==> config.mk <==
export PLATFORM = sky130hd
export DESIGN_NAME = swd_host_engine
export DESIGN_NICKNAME = d
export VERILOG_FILES = /design/src/rtl/swd_host_pkg.sv /design/src/rtl/swd_clk_gen.sv /design/src/rtl/swd_rx.sv /design/src/rtl/swd_seq.sv /design/src/rtl/swd_host_engine.sv
export SDC_FILE = /design/constraint.sdc
export NUM_CORES = 1
export LEC_CHECK = 0
export BUFFER_PORTS_ARGS = -buffer_cell sky130_fd_sc_hd__buf_2
export CORE_MARGIN = 2
export CORE_UTILIZATION = 50
export CTS_BUF_LIST = sky130_fd_sc_hd__clkbuf_16
export DETAILED_ROUTE_END_ITERATION = 6
export GPL_TIMING_DRIVEN = 0
export PLACE_DENSITY = 0.79
export SLEW_MARGIN = 20
export SYNTH_ARGS = -nofsm -noshare
export SYNTH_HDL_FRONTEND = slang
export SYNTH_HIERARCHICAL = 1
export SYNTH_SLANG_ARGS = --single-unit
export TNS_END_PERCENT = 1
==> constraint.sdc <==
create_clock -name clk_i -period 2.55 [get_ports clk_i]
set_input_delay 0.51 -clock clk_i [delete_from_list [all_inputs] [get_ports clk_i]]
set_output_delay 0.51 -clock clk_i [all_outputs]
set_load 0.005 [all_outputs]
==> src/rtl/swd_host_pkg.sv <==
package swd_host_pkg;

  typedef enum logic [3:0] {
    S_IDLE, S_HDR, S_TRN1, S_ACK, S_TRN2,
    S_RDATA, S_RPAR, S_WDATA, S_WPAR, S_TAIL
  } seq_state_e;

  localparam logic [2:0] ACK_OK    = 3'b001;
  localparam logic [2:0] ACK_WAIT  = 3'b010;
  localparam logic [2:0] ACK_FAULT = 3'b100;

  // bit 0 goes on the wire first
  function automatic logic [7:0] build_hdr(logic ap, logic rnw, logic [1:0] a);
    return {1'b1, 1'b0, (ap ^ rnw ^ a[0] ^ a[1]), a[1], a[0], rnw, ap, 1'b1};
  endfunction

endpackage

==> src/rtl/swd_clk_gen.sv <==
module swd_clk_gen #(
  parameter int DIV_W = 8
) (
  input  logic             clk_i,
  input  logic             rst_ni,
  input  logic             run_i,
  input  logic [DIV_W-1:0] half_i,
  output logic             swclk_o,
  output logic             rise_o,
  output logic             fall_o
);

  logic [DIV_W-1:0] cnt_q;
  logic [DIV_W-1:0] half_q;
  logic             clk_q;
  logic             tick;

  assign tick    = run_i && (cnt_q == half_q);
  assign rise_o  = tick && !clk_q;
  assign fall_o  = tick && clk_q;
  assign swclk_o = clk_q;

  always_ff @(posedge clk_i or negedge rst_ni) begin
    if (!rst_ni) begin
      cnt_q  <= '0;
      half_q <= '0;
      clk_q  <= 1'b0;
    end else if (!run_i) begin
      cnt_q  <= '0;
      clk_q  <= 1'b0;
      half_q <= half_i;  // latched while idle, frozen during a transfer
    end else if (tick) begin
      cnt_q <= '0;
      clk_q <= ~clk_q;
    end else begin
      cnt_q <= cnt_q + 1'b1;
    end
  end

  p_clk_low_idle_r10: assert property (@(posedge clk_i) disable iff (!rst_ni)
    !run_i |=> !swclk_o);

  p_half_frozen_r10: assert property (@(posedge clk_i) disable iff (!rst_ni)
    (run_i && $past(run_i)) |-> $stable(half_q));

endmodule

==> src/rtl/swd_rx.sv <==
module swd_rx #(
  parameter int DATA_W = 32
) (
  input  logic              clk_i,
  input  logic              rst_ni,
  input  logic              clr_i,
  input  logic              rise_i,
  input  logic              ack_en_i,
  input  logic              data_en_i,
  input  logic              par_en_i,
  input  logic              din_i,
  output logic [2:0]        ack_o,
  output logic [DATA_W-1:0] data_o,
  output logic              perr_o
);

  logic [2:0]        ack_q;
  logic [DATA_W-1:0] data_q;
  logic              par_q;

  always_ff @(posedge clk_i or negedge rst_ni) begin
    if (!rst_ni) begin
      ack_q  <= '0;
      data_q <= '0;
      par_q  <= 1'b0;
    end else if (clr_i) begin
      ack_q  <= '0;
      data_q <= '0;
      par_q  <= 1'b0;
    end else if (rise_i) begin
      if (ack_en_i)  ack_q  <= {din_i, ack_q[2:1]};
      if (data_en_i) data_q <= {din_i, data_q[DATA_W-1:1]};
      if (par_en_i)  par_q  <= din_i;
    end
  end

  assign ack_o  = ack_q;
  assign data_o = data_q;
  assign perr_o = (^data_q) ^ par_q;

  p_one_capture_r4: assert property (@(posedge clk_i) disable iff (!rst_ni)
    $onehot0({ack_en_i, data_en_i, par_en_i}));

endmodule

==> src/rtl/swd_seq.sv <==
module swd_seq
  import swd_host_pkg::*;
#(
  parameter int DATA_W = 32,
  parameter int TAIL_N = 8
) (
  input  logic              clk_i,
  input  logic              rst_ni,
  input  logic              start_i,
  input  logic              ap_ndp_i,
  input  logic              rnw_i,
  input  logic [1:0]        addr_i,
  input  logic [DATA_W-1:0] wdata_i,
  input  logic              fall_i,
  input  logic [2:0]        rx_ack_i,
  input  logic [DATA_W-1:0] rx_data_i,
  input  logic              rx_perr_i,
  output logic              rx_clr_o,
  output logic              ack_en_o,
  output logic              data_en_o,
  output logic              par_en_o,
  output logic              busy_o,
  output logic              done_o,
  output logic [DATA_W-1:0] rdata_o,
  output logic [2:0]        ack_o,
  output logic              perr_o,
  output logic              dout_o,
  output logic              oe_o
);

  localparam int CNT_W = $clog2(DATA_W);
  localparam logic [CNT_W-1:0] HDR_LAST  = CNT_W'(7);
  localparam logic [CNT_W-1:0] ACK_LAST  = CNT_W'(2);
  localparam logic [CNT_W-1:0] DATA_LAST = CNT_W'(DATA_W - 1);
  localparam logic [CNT_W-1:0] TAIL_LAST = CNT_W'(TAIL_N - 1);

  seq_state_e        state_q;
  logic [CNT_W-1:0]  bitcnt_q;
  logic [7:0]        hdr_q;
  logic [DATA_W-1:0] wsh_q;
  logic              wpar_q;
  logic              rnw_q;
  logic              dout_q, oe_q, busy_q, done_q, perr_q;
  logic [2:0]        ack_q;
  logic [DATA_W-1:0] rdata_q;
  logic              accept;

  assign accept    = (state_q == S_IDLE) && start_i;
  assign rx_clr_o  = accept;
  assign ack_en_o  = (state_q == S_ACK);
  assign data_en_o = (state_q == S_RDATA);
  assign par_en_o  = (state_q == S_RPAR);

  always_ff @(posedge clk_i or negedge rst_ni) begin
    if (!rst_ni) begin
      state_q  <= S_IDLE;
      bitcnt_q <= '0;
      hdr_q    <= '0;
      wsh_q    <= '0;
      wpar_q   <= 1'b0;
      rnw_q    <= 1'b0;
      dout_q   <= 1'b0;
      oe_q     <= 1'b1;
      busy_q   <= 1'b0;
      done_q   <= 1'b0;
      perr_q   <= 1'b0;
      ack_q    <= '0;
      rdata_q  <= '0;
    end else begin
      done_q <= 1'b0;
      if (state_q == S_IDLE) begin
        if (start_i) begin
          hdr_q    <= build_hdr(ap_ndp_i, rnw_i, addr_i);
          dout_q   <= 1'b1;
          oe_q     <= 1'b1;
          wsh_q    <= wdata_i;
          wpar_q   <= ^wdata_i;
          rnw_q    <= rnw_i;
          busy_q   <= 1'b1;
          ack_q    <= '0;
          perr_q   <= 1'b0;
          bitcnt_q <= '0;
          state_q  <= S_HDR;
        end
      end else if (fall_i) begin
        case (state_q)
          S_HDR: begin
            if (bitcnt_q == HDR_LAST) begin
              state_q  <= S_TRN1;
              oe_q     <= 1'b0;
              bitcnt_q <= '0;
            end else begin
              bitcnt_q <= bitcnt_q + 1'b1;
              dout_q   <= hdr_q[1];
              hdr_q    <= {1'b0, hdr_q[7:1]};
            end
          end
          S_TRN1: begin
            state_q  <= S_ACK;
            bitcnt_q <= '0;
          end
          S_ACK: begin
            if (bitcnt_q == ACK_LAST) begin
              ack_q    <= rx_ack_i;
              bitcnt_q <= '0;
              state_q  <= (rx_ack_i == ACK_OK && rnw_q) ? S_RDATA : S_TRN2;
            end else begin
              bitcnt_q <= bitcnt_q + 1'b1;
            end
          end
          S_RDATA: begin
            if (bitcnt_q == DATA_LAST) begin
              state_q  <= S_RPAR;
              bitcnt_q <= '0;
            end else begin
              bitcnt_q <= bitcnt_q + 1'b1;
            end
          end
          S_RPAR: begin
            rdata_q <= rx_data_i;
            perr_q  <= rx_perr_i;
            state_q <= S_TRN2;
          end
          S_TRN2: begin
            oe_q     <= 1'b1;
            bitcnt_q <= '0;
            if (!rnw_q && ack_q == ACK_OK) begin
              state_q <= S_WDATA;
              dout_q  <= wsh_q[0];
            end else begin
              state_q <= S_TAIL;
              dout_q  <= 1'b0;
            end
          end
          S_WDATA: begin
            if (bitcnt_q == DATA_LAST) begin
              state_q  <= S_WPAR;
              dout_q   <= wpar_q;
              bitcnt_q <= '0;
            end else begin
              bitcnt_q <= bitcnt_q + 1'b1;
              dout_q   <= wsh_q[1];
              wsh_q    <= {1'b0, wsh_q[DATA_W-1:1]};
            end
          end
          S_WPAR: begin
            state_q  <= S_TAIL;
            dout_q   <= 1'b0;
            bitcnt_q <= '0;
          end
          S_TAIL: begin
            if (bitcnt_q == TAIL_LAST) begin
              state_q <= S_IDLE;
              busy_q  <= 1'b0;
              done_q  <= 1'b1;
            end else begin
              bitcnt_q <= bitcnt_q + 1'b1;
            end
          end
          default: state_q <= S_IDLE;
        endcase
      end
    end
  end

  assign busy_o  = busy_q;
  assign done_o  = done_q;
  assign rdata_o = rdata_q;
  assign ack_o   = ack_q;
  assign perr_o  = perr_q;
  assign dout_o  = dout_q;
  assign oe_o    = oe_q;

  p_done_pulse_r11: assert property (@(posedge clk_i) disable iff (!rst_ni)
    done_o |=> !done_o);

  p_busy_ignore_r11: assert property (@(posedge clk_i) disable iff (!rst_ni)
    (busy_q && start_i) |=> $stable(rnw_q));

  p_trn_float_r3: assert property (@(posedge clk_i) disable iff (!rst_ni)
    (state_q == S_TRN1 || state_q == S_TRN2 || state_q == S_ACK) |-> !oe_q);

  p_park_driven_r1: assert property (@(posedge clk_i) disable iff (!rst_ni)
    (state_q == S_HDR && bitcnt_q == HDR_LAST) |-> (oe_q && dout_q));

  p_nonok_skip_r8: assert property (@(posedge clk_i) disable iff (!rst_ni)
    (state_q == S_ACK && fall_i && bitcnt_q == ACK_LAST && rx_ack_i != ACK_OK)
      |=> state_q == S_TRN2);

  p_perr_read_r6: assert property (@(posedge clk_i) disable iff (!rst_ni)
    perr_q |-> rnw_q);

endmodule

==> src/rtl/swd_host_engine.sv <==
module swd_host_engine #(
  parameter int DATA_W = 32,
  parameter int DIV_W  = 8,
  parameter int TAIL_N = 8
) (
  input  logic              clk_i,
  input  logic              rst_ni,
  input  logic [DIV_W-1:0]  half_period_i,
  input  logic              start_i,
  input  logic              ap_ndp_i,
  input  logic              rnw_i,
  input  logic [1:0]        addr_i,
  input  logic [DATA_W-1:0] wdata_i,
  output logic              busy_o,
  output logic              done_o,
  output logic [DATA_W-1:0] rdata_o,
  output logic [2:0]        ack_o,
  output logic              parity_err_o,
  output logic              swclk_o,
  output logic              swdio_o,
  output logic              swdio_oe_o,
  input  logic              swdio_i
);

  logic              rise, fall;
  logic              rx_clr, ack_en, data_en, par_en;
  logic [2:0]        rx_ack;
  logic [DATA_W-1:0] rx_data;
  logic              rx_perr;

  swd_clk_gen #(.DIV_W(DIV_W)) u_clk (
    .clk_i   (clk_i),
    .rst_ni  (rst_ni),
    .run_i   (busy_o),
    .half_i  (half_period_i),
    .swclk_o (swclk_o),
    .rise_o  (rise),
    .fall_o  (fall)
  );

  swd_rx #(.DATA_W(DATA_W)) u_rx (
    .clk_i     (clk_i),
    .rst_ni    (rst_ni),
    .clr_i     (rx_clr),
    .rise_i    (rise),
    .ack_en_i  (ack_en),
    .data_en_i (data_en),
    .par_en_i  (par_en),
    .din_i     (swdio_i),
    .ack_o     (rx_ack),
    .data_o    (rx_data),
    .perr_o    (rx_perr)
  );

  swd_seq #(.DATA_W(DATA_W), .TAIL_N(TAIL_N)) u_seq (
    .clk_i     (clk_i),
    .rst_ni    (rst_ni),
    .start_i   (start_i),
    .ap_ndp_i  (ap_ndp_i),
    .rnw_i     (rnw_i),
    .addr_i    (addr_i),
    .wdata_i   (wdata_i),
    .fall_i    (fall),
    .rx_ack_i  (rx_ack),
    .rx_data_i (rx_data),
    .rx_perr_i (rx_perr),
    .rx_clr_o  (rx_clr),
    .ack_en_o  (ack_en),
    .data_en_o (data_en),
    .par_en_o  (par_en),
    .busy_o    (busy_o),
    .done_o    (done_o),
    .rdata_o   (rdata_o),
    .ack_o     (ack_o),
    .perr_o    (parity_err_o),
    .dout_o    (swdio_o),
    .oe_o      (swdio_oe_o)
  );

  p_dio_hold_high_r10: assert property (@(posedge clk_i) disable iff (!rst_ni)
    (swclk_o && $past(swclk_o)) |-> ($stable(swdio_o) && $stable(swdio_oe_o)));

  p_done_idle_clk_r10: assert property (@(posedge clk_i) disable iff (!rst_ni)
    done_o |-> !swclk_o);

endmodule

### Yosys cells after proc, flatten, opt, wreduce, memory -nomap -nowiden

Index checks and enable logic that the tools add are counted.

* register bits after elaboration: 144
* bits of input ports: 48

* equal/unequal tests: 26
* bitwise operators: 6
* add/sub/neg operators: 2
* reduce and logical (&&, ||, !) cells: 42
* multiplexer cells: 69

Operators with widths (count)
* two-way mux 32 bit: 8
* parity 32 bit: 2
* two-way mux 8 bit: 7
* two-way mux 4 bit: 9
* case mux 4 bit (9 select lines): 1
* two-way mux 5 bit: 7
* AND reduction 4 bit: 7
* two-way mux 1 bit: 26
* case mux 5 bit (5 select lines): 1
* two-way mux 3 bit: 8
* nonzero test 2 bit: 12
* equality test 4 x 3 -> 1 bit (second input constant): 4
* != test 3 x 1 -> 1 bit (second input constant): 5
* adder 8 x 1 -> 8 bit (second input constant): 1
* equality test 4 x 2 -> 1 bit (second input constant): 2
* equality test 4 bit (second input constant): 2
* equality test 8 bit: 1
* AND reduction 2 bit: 4
* AND reduction 7 bit: 1
* equality test 3 x 1 -> 1 bit (second input constant): 2
* logical AND 1 bit: 6
* != test 3 x 2 -> 1 bit (second input constant): 2
* AND reduction 3 bit: 2
* nonzero test 6 bit: 1
* 17 further kinds: 24

### Depth between registers and ports, before layout

Gate-level depths: netlist of run 1.

* depth after elaboration: 7
* depth in mapped cells: 10
* gate-level depth less buffers: 9

### Modules after synthesis

The synthesis of run 1 kept the hierarchy.

Modules (own cells, without submodules)
* swd_seq: area each 4713.3 sq um, instances 1, cells each 421
* swd_rx: area each 1712.9 sq um, instances 1, cells each 191
* swd_clk_gen: area each 788.3 sq um, instances 1, cells each 66

### Worst setup path before layout of run 1

Ideal clock, no wire load.

* kind: reg-to-reg
* start: register u_clk.cnt_q[5]
* end: register u_seq.hdr_q[5]
* required time: 2.425 ns
* slack: 0.433 ns
* cell stages (with the launch flop): 9
* data arrival time: 1.992 ns
* setup time: 0.125 ns
* buffers on the path: 0
* cells stage by stage: dfrtp_1 -> xnor2_1 -> nand4_1 -> nor2_1 -> and3_1 -> mux2i_1 -> or2_4 -> a21oi_4 -> mux2_4

* longest elaborated chain between the ends: 5

RTL lines
* start, declared: line swd_clk_gen.sv:13 `logic [DIV_W-1:0] cnt_q;`
* start signal, assigned: line swd_clk_gen.sv:36 `cnt_q <= cnt_q + 1'b1;`
* equality test 8 bit: line swd_clk_gen.sv:18 `assign tick = run_i && (cnt_q == half_q);`
* logical AND 1 bit: line swd_clk_gen.sv:18
* logical AND 1 bit: line swd_clk_gen.sv:20 `assign fall_o = tick && clk_q;`
* net fall: line swd_host_engine.sv:25 `logic rise, fall;`
* nonzero test 2 bit (no line)
* AND reduction 4 bit (no line)
* end signal, assigned: line swd_seq.sv:73 `hdr_q <= build_hdr(ap_ndp_i, rnw_i, addr_i);`
* end signal, assigned: line swd_seq.sv:95 `hdr_q <= {1'b0, hdr_q[7:1]};`
* end, declared: line swd_seq.sv:39 `logic [7:0] hdr_q;`

The timed path passes the listed nets, and every way through them passes these cells.
A chain may end at the register's enable or synchronous reset.

### Worst setup path after layout of run 1

* start: register u_clk.cnt_q[0]
* end: register u_seq.hdr_q[5]

The elaborated chain is that of the path after synthesis.

==> reports/results.ini, run 1 <==
[synthesis]
synth-warning-count=6
ys_seq_elements=143
postSynthNetCount=731
syn-cell-area_sq_um=7210
yosys.area.top_type_share_pct=49.3
syn_avg_cell_area_sq_um=10.6
ys_dominant_reg_cell=dfrtp_1
synthDistinctLibCells=68
synth_sequential_area_ratio_pct=49.6
synth_cells=678
synth_area_leaders=dfrtp_1 (49%), xnor2_1 (7.9%), nand2_1 (6.6%)
synth-async-reset-ratio_pct=100
yosys.area.top_type=dfrtp_1
synth-edff-count=0

[worst_setup_path]
criticalPathCategory=flop to flop
arrival_time_worst_endpoint_ns=2.77
r2r-start=u_clk/cnt_q[0]
startpoint_class_of_the_critical_path=flop
endpoint_kind=flop
startpoint=u_clk/cnt_q[0]
crit_fanout=10
critPathRequiredTime_ns=2.85

[clock_network]
cts_max_path_buffers=2
total_of_hold_buffers_inserted_after_clock_tree_synthesis=0
tritoncts_num_sinks=143
clock_insertion_delay_worst_skew_ns=0.42
clock_buffer_count_from_cts=17
clock-root-buffer=clkbuf_16
ctsHtreeMaxLevel=4
clk_pin_slew_worst_paths_ns=0.06
clock_tree_from_tritoncts=yes

[floorplanning]
die_outline_area_sq_um=15400
core_area_sq_um=14000
rows=43
ios=89
die-height_um=124
floorplan.initialDensity_pct=51.6
die_x_um=124

[drt]
routed_wl_um=15100
dr_total_vias=5194
post_drt_via_cell_ratio=5.31
routed_len_inst_um=15.4
drc_viols=0
number_of_violations_reported_at_the_end_of_detailed_routing_iteration_0=312
ant_nets=0
drtPass1Iterations=5

[global_routing]
grt_pass1_wl_um=24700
grt_remaining_overflow=0
grt_start_max_net_pins=90
track_usage_pct=20.7
first_global_vias=5016
antenna_found_initial=0

[outcome]
outcome=complete, but fails checks
violations=negative hold slack

[finish]
final_net_count=840
utilization_pct=60.8
area_growth_pct=18.0
drive_gt1_share_pct=23.4
stdcell_area_sq_um=8510
antenna_cells_inserted=0

[sta]
hold_viol=1
final.setup.tns_ns=0
finalSetupViolCount=0
fin_crit_ns=2.46
worst_hold_slack_ns=-0.00307
grt_setup_unrepaired=true
worst_case_clock_skew_ns=0.0106
maxSlewHeadroom_pct=56.4
fin_crit_sh_pct=96.5
drv_slew=0
actual_slew_at_the_worst_max_slew_pin_ns=0.649
maxClockFrequency_mhz=406

[placed_design]
post-dp-hpwl_um=10700
finalWeightedCongestion=0.859
placed_area_sq_um=7920
io_buffer_count=88

[power]
finalPower_w=0.00491
powerDensity_nw_per_um2=576
power.static_leakage_nw=3.88
irDropWorstVdd_v=0.000415

[min_path]
worstHoldPathType=input pin to asynchronous set/reset pin

[flow_run]
max_cap_viol_count=0

[report_power, final]
part           switching (W)  total (W)  internal, W
clock               0.000991    0.00234      0.00135
sequential        0.00000748    0.00229      0.00228
combinational       0.000146   0.000275     0.000129
total                0.00114    0.00491      0.00376
[registers in the layout (all words and copies together) (netlist names)]
| signal | count |
|---|---|
| u_seq/rnw_q | 1 |
| u_seq/wpar_q | 1 |
| u_seq/state_q | 4 |
| u_seq/dout_o | 1 |
| u_seq/busy_o | 1 |
| u_rx/par_q | 1 |
| u_seq/done_o | 1 |
| u_seq/ack_o | 3 |
| u_seq/perr_o | 1 |
| u_clk/half_q | 8 |
| u_rx/data_o | 32 |
| u_rx/ack_o | 3 |
| u_seq/wsh_q | 32 |
| u_seq/bitcnt_q | 5 |
| u_seq/rdata_o | 32 |
| u_seq/oe_o | 1 |
| u_clk/cnt_q | 8 |
| u_seq/hdr_q | 7 |
| u_clk/swclk_o | 1 |
[layer usage]
metal  track usage, %  routed length, um  vias to the layer above
li1                 -                  -                     2525
met1             28.1               6750                     2538
met2             32.9               7460                      115
met3             5.13                636                       16
met4             6.53                214                        0
met5                0                  0                        -
[through the flow]
step	setup slack, ns	std cells
after floorplan	0.433	678
after CTS	0.0664	978
after global placement	-1.08	946
final	0.0884	979
after detailed placement	-0.126	947
after global routing	-0.0414	979
[cell families (layout without fill, tap and decap cells)]
| group | count (synthesis) | in the layout | synth area share (%) |
|---|---|---|---|
| AO/OA/AOI/OAI | 118 | 118 | 10.2 |
| XOR/XNOR | 79 | 79 | 9.89 |
| adder cells (fa/ha/maj) | 5 | 5 | 0.867 |
| buffers and inverters | 45 | 166 | 3.76 |
| flip-flops | 143 | 143 | 49.6 |
| multiplexers | 78 | 78 | 11.6 |
| AND/OR/NAND/NOR | 210 | 210 | 14.0 |
[cell usage in the layout, fill, tap and decap left out, types with 4 or more instances in the layout]
cell type / count
a21oi_1: 42
a31oi_1: 6
buf_2: 95
buf_4: 5
buf_6: 9
clkbuf_1: 10
clkbuf_16: 17
dfrtp_1: 142
ha_1: 5
inv_1: 8
inv_6: 5
mux2_1: 29
mux2_2: 13
mux2i_1: 35
nand2_1: 127
nand3_1: 18
nor2_1: 26
nor3_1: 4
o21ai_1: 40
o31ai_1: 4
xnor2_1: 65
xor2_1: 12
[layout make-up]
type                            count  area, sq um
Buffer                             36          241
Clock buffer                       17          425
Clock inverter                     14          135
Fill cell                        1166         5480
Inverter                            9         33.8
Multi-Input combinational cell    490         3370
Sequential cell                   143         3580
Tap cell                          180          225
Timing Repair Buffer               90          498
[critical path, cell delays in order, from the launching register on]
cell,delay (ns)
dfrtp_1,0.44
xnor2_1,0.19
nand4_1,0.22
nor2_1,0.25
and3_2,0.32
mux2i_1,0.10
or2_4,0.26
a21oi_4,0.24
mux2_4,0.33
[repair_timing]
item                                    in CTS  in global routing
endpoints found under the setup margin      50                 59
gates resized for setup                      4                  2
setup buffers                                0                  1
pin swaps                                    0                  1
[cell usage after synthesis, drive strengths merged (3+ instances only)]
cell type	n
o31ai	4
nand2b	4
mux2	43
clkbuf	15
inv	9
buf	21
nand2	128
a21oi	43
xnor2	66
nand3	20
and3	4
o21ai	46
a211oi	3
a31oi	6
nor3	4
xor2	12
nand4	3
dfrtp	142
or2	4
nor2	28
mux2i	35
ha	5
[path summary, 6_finish.rpt]
| path | slack, ns | to | cells past startpoint |
|---|---|---|---|
| max | 0.09 | u_seq/hdr_q[5] | 8 |
| min | -0.003 | u_clk/cnt_q[4] | 1 |
| max reg2reg | 0.09 | u_seq/hdr_q[5] | 8 |
| min reg2reg | 0.48 | u_seq/rdata_o[28] | 1 |
| max in group asynchronous | 1.76 | u_seq/bitcnt_q[0] | 2 |
| min in group clk_i | 0.32 | u_clk/half_q[2] | 2 |
Note: power is estimated with default switching activity, not from simulation.
==> inputs of run 2 (changes only) <==
--- a/config.mk
+++ b/config.mk
@@ -6,6 +6,7 @@
 export NUM_CORES = 1
 export LEC_CHECK = 0
 export BUFFER_PORTS_ARGS = -buffer_cell sky130_fd_sc_hd__buf_2
+export CORE_ASPECT_RATIO = 0.8
 export CORE_MARGIN = 2
 export CORE_UTILIZATION = 50
 export CTS_BUF_LIST = sky130_fd_sc_hd__clkbuf_16
==> reports/results.ini, run 2 (synthesized netlist as in run 1, its figures left out) <==
[clock_network]
clock_tree_from_tritoncts=yes
clock-root-buffer=clkbuf_16
clock_buffer_count_from_cts=17  ; unchanged
ctsHtreeMaxLevel=4  ; unchanged
cts_max_path_buffers=2  ; unchanged
clk_pin_slew_worst_paths_ns=0.06  ; about the same
tritoncts_num_sinks=143  ; unchanged
clock_insertion_delay_worst_skew_ns=0.42  ; about the same

[worst_setup_path]
crit_fanout=10  ; unchanged
r2r-start=u_clk/cnt_q[6]
endpoint_kind=flop
cp-endpoint=u_seq/wsh_q[12]
startpoint=u_clk/cnt_q[6]
criticalPathCategory=flop to flop
regToRegEndpoint=u_seq/wsh_q[12]
arrival_time_worst_endpoint_ns=2.68  ; -0.09 ns
worst-r2r-setup-slack_ns=0.17  ; +0.08 ns
critPathRequiredTime_ns=2.84  ; about the same
rr_worst_depth=10  ; +2
startpoint_class_of_the_critical_path=flop

[global_routing]
first_global_vias=5167  ; +3.0%
grt_start_max_net_pins=100  ; +11%
antenna_found_initial=1  ; +1
track_usage_pct=20.7  ; +0.022 points
grt_pass1_wl_um=25800  ; +4.7%
grt_remaining_overflow=0  ; unchanged

[drt]
drc_viols=0  ; unchanged
dr_total_vias=5265  ; +1.4%
number_of_violations_reported_at_the_end_of_detailed_routing_iteration_0=401  ; +29%
routed_wl_um=15200  ; +0.71%
post_drt_via_cell_ratio=5.33  ; +0.55%
routed_len_inst_um=15.4  ; -0.11%
ant_nets=0  ; unchanged
drtPass1Iterations=4  ; -1

[floorplanning]
die_x_um=138  ; +11%
rows=39  ; -9.3%
die_outline_area_sq_um=15400  ; about the same
ios=89  ; unchanged
die-height_um=111  ; -10%
floorplan.initialDensity_pct=50.8  ; -0.77 points
core_area_sq_um=14200  ; +1.5%

[power]
irDropWorstVdd_v=0.000434  ; +4.6%
seq_power_share_pct=44.5  ; -2.1 points
swShare_pct=21.3  ; -2.0 points
powerDensity_nw_per_um2=599  ; +3.9%
netSwitchingPower_w=0.00109  ; -4.4%
power.internal_w=0.00404  ; +7.5%
power.static_leakage_nw=3.92  ; +1.1%
pwr-share-clk_pct=50.2  ; +2.4 points
pwr-share-comb_pct=5.2  ; -0.4 points

[finish]
mostFrequentLayoutCell=dfrtp_1
drive_gt1_share_pct=23.6  ; +0.16 points
area_growth_pct=18.9
layout_common_cells=dfrtp_1 (142), nand2_1 (127), buf_2 (95)
final_net_count=842  ; +0.24%

[sta]
maxClockFrequency_mhz=420  ; +3.4%
hold_viol=0  ; -1
worst_hold_slack_ns=0.321  ; +0.324 ns
fin_crit_sh_pct=93.4  ; -3.2 points
fin_ws_ns=0.169  ; +0.0808 ns
worst_case_clock_skew_ns=0.00771  ; -0.00293 ns
finalSetupViolCount=0  ; unchanged
fin_crit_ns=2.38  ; -0.0808 ns
grt_setup_unrepaired=false
maxSlewHeadroom_pct=56.2  ; -0.20 points
actual_slew_at_the_worst_max_slew_pin_ns=0.652  ; +0.00294 ns
drv_slew=0  ; unchanged

[outcome]
outcome=finished, final reports clean

[placed_design]
pre_cts_slack_ns=-0.0719  ; +0.0537 ns
finalWeightedCongestion=0.912  ; +6.2%
post-dp-hpwl_um=10400  ; -2.5%
io_buffer_count=88  ; unchanged

[min_path]
worstHoldPathType=input pin to flop

[flow_run]
max_cap_viol_count=0  ; unchanged

-- run 2: changes by cell type in the layout (fill, tap and decap cells not counted), moves of 2 or more --
cell / before / now
buf_4: 5 / 7
bufinv_16: 1 / 4
clkinv_2: 2 / 4
inv_6: 5 / 2
-- run 2: stage by stage --
| stage | power, W | utilization, % | TNS, ns | cell area (sq um) | std cells |
|---|---|---|---|---|---|
| detailed placement | 0.00260 | 55.8 | -0.952 | 7920 | 951 |
| global route | 0.00533 | 60.4 | 0 | 8580 | 986 |
| global placement | 0.00259 | 55.5 | -152.78 | 7890 | 950 |
| floorplan | 0.00247 | - | 0 | 7210 | 678 |
| CTS | 0.00519 | 60.2 | 0 | 8550 | 984 |
| finish | 0.00514 | 60.4 | 0 | 8580 | 987 |
-- run 2: final cells by class --
| class | count | area (sq um) |
|---|---|---|
| buffer | 36 | 241 |
| clock inverter | 15 | 194 |
| inverter | 9 | 33.8 |
| sequential | 143 | 3580 |
| antenna | 1 | 2.50 |
| fill | 1163 | 5620 |
| multi-input combinational | 490 | 3370 |
| tap | 184 | 230 |
| clock buffer | 17 | 425 |
| timing repair buffer | 92 | 503 |
-- run 2: how the worst min path moves through the flow --
stage / start / endpoint / slack, ns / cells past startpoint
2_1_floorplan: rst_ni / u_clk/cnt_q[0] / 0.21 / 0
3_3_place_gp: u_seq/wsh_q[14] / u_seq/wsh_q[14] / 0.47 / 2
3_5_place_dp: rst_ni / u_seq/rdata_o[28] / 0.43 / 1
4_1_cts: half_period_i[0] / u_clk/half_q[0] / 0.31 / 2
5_1_grt: half_period_i[0] / u_clk/half_q[0] / 0.30 / 2
6_report: half_period_i[0] / u_clk/half_q[0] / 0.32 / 2
-- run 2: repair_timing --
item | CTS | global route
setup endpoints to repair | 20 | 71
hold buffers | 1 | 0
pin swaps | 0 | 2
endpoints found under the hold margin | 38 | 0
gates resized for setup | 2 | 5
setup buffers | 0 | 2
-- run 2: per-layer routing --
| layer | vias up | share of wire (%) | track usage [%] |
|---|---|---|---|
| li1 | 2530 | - | - |
| met1 | 2588 | 48 | 28.8 |
| met2 | 128 | 46 | 31.8 |
| met3 | 19 | 4.5 | 5.46 |
| met4 | 0 | 1.6 | 7.14 |
| met5 | - | 0 | 0 |
-- run 2: worst max-delay path, stage by stage, from the launching register on --
cell and delay (ns):
dfrtp_1 0.42, xnor2_1 0.19, nand4_1 0.21, nor2_1 0.20
and3_2 0.29, inv_1 0.09, o21ai_4 0.29, nand3b_4 0.20
buf_4 0.22, nand2_1 0.07, o21ai_1 0.07
-- run 2: power groups by stage --
stage	Combinational (W)	Clock [W]	Sequential [W]
5_1_grt	0.000296	0.00274	0.00229
2_1_floorplan	0.000147	0	0.00233
6_report	0.000269	0.00258	0.00229
3_5_place_dp	0.000271	0	0.00233
4_1_cts	0.000275	0.00263	0.00229
3_3_place_gp	0.000259	0	0.00233
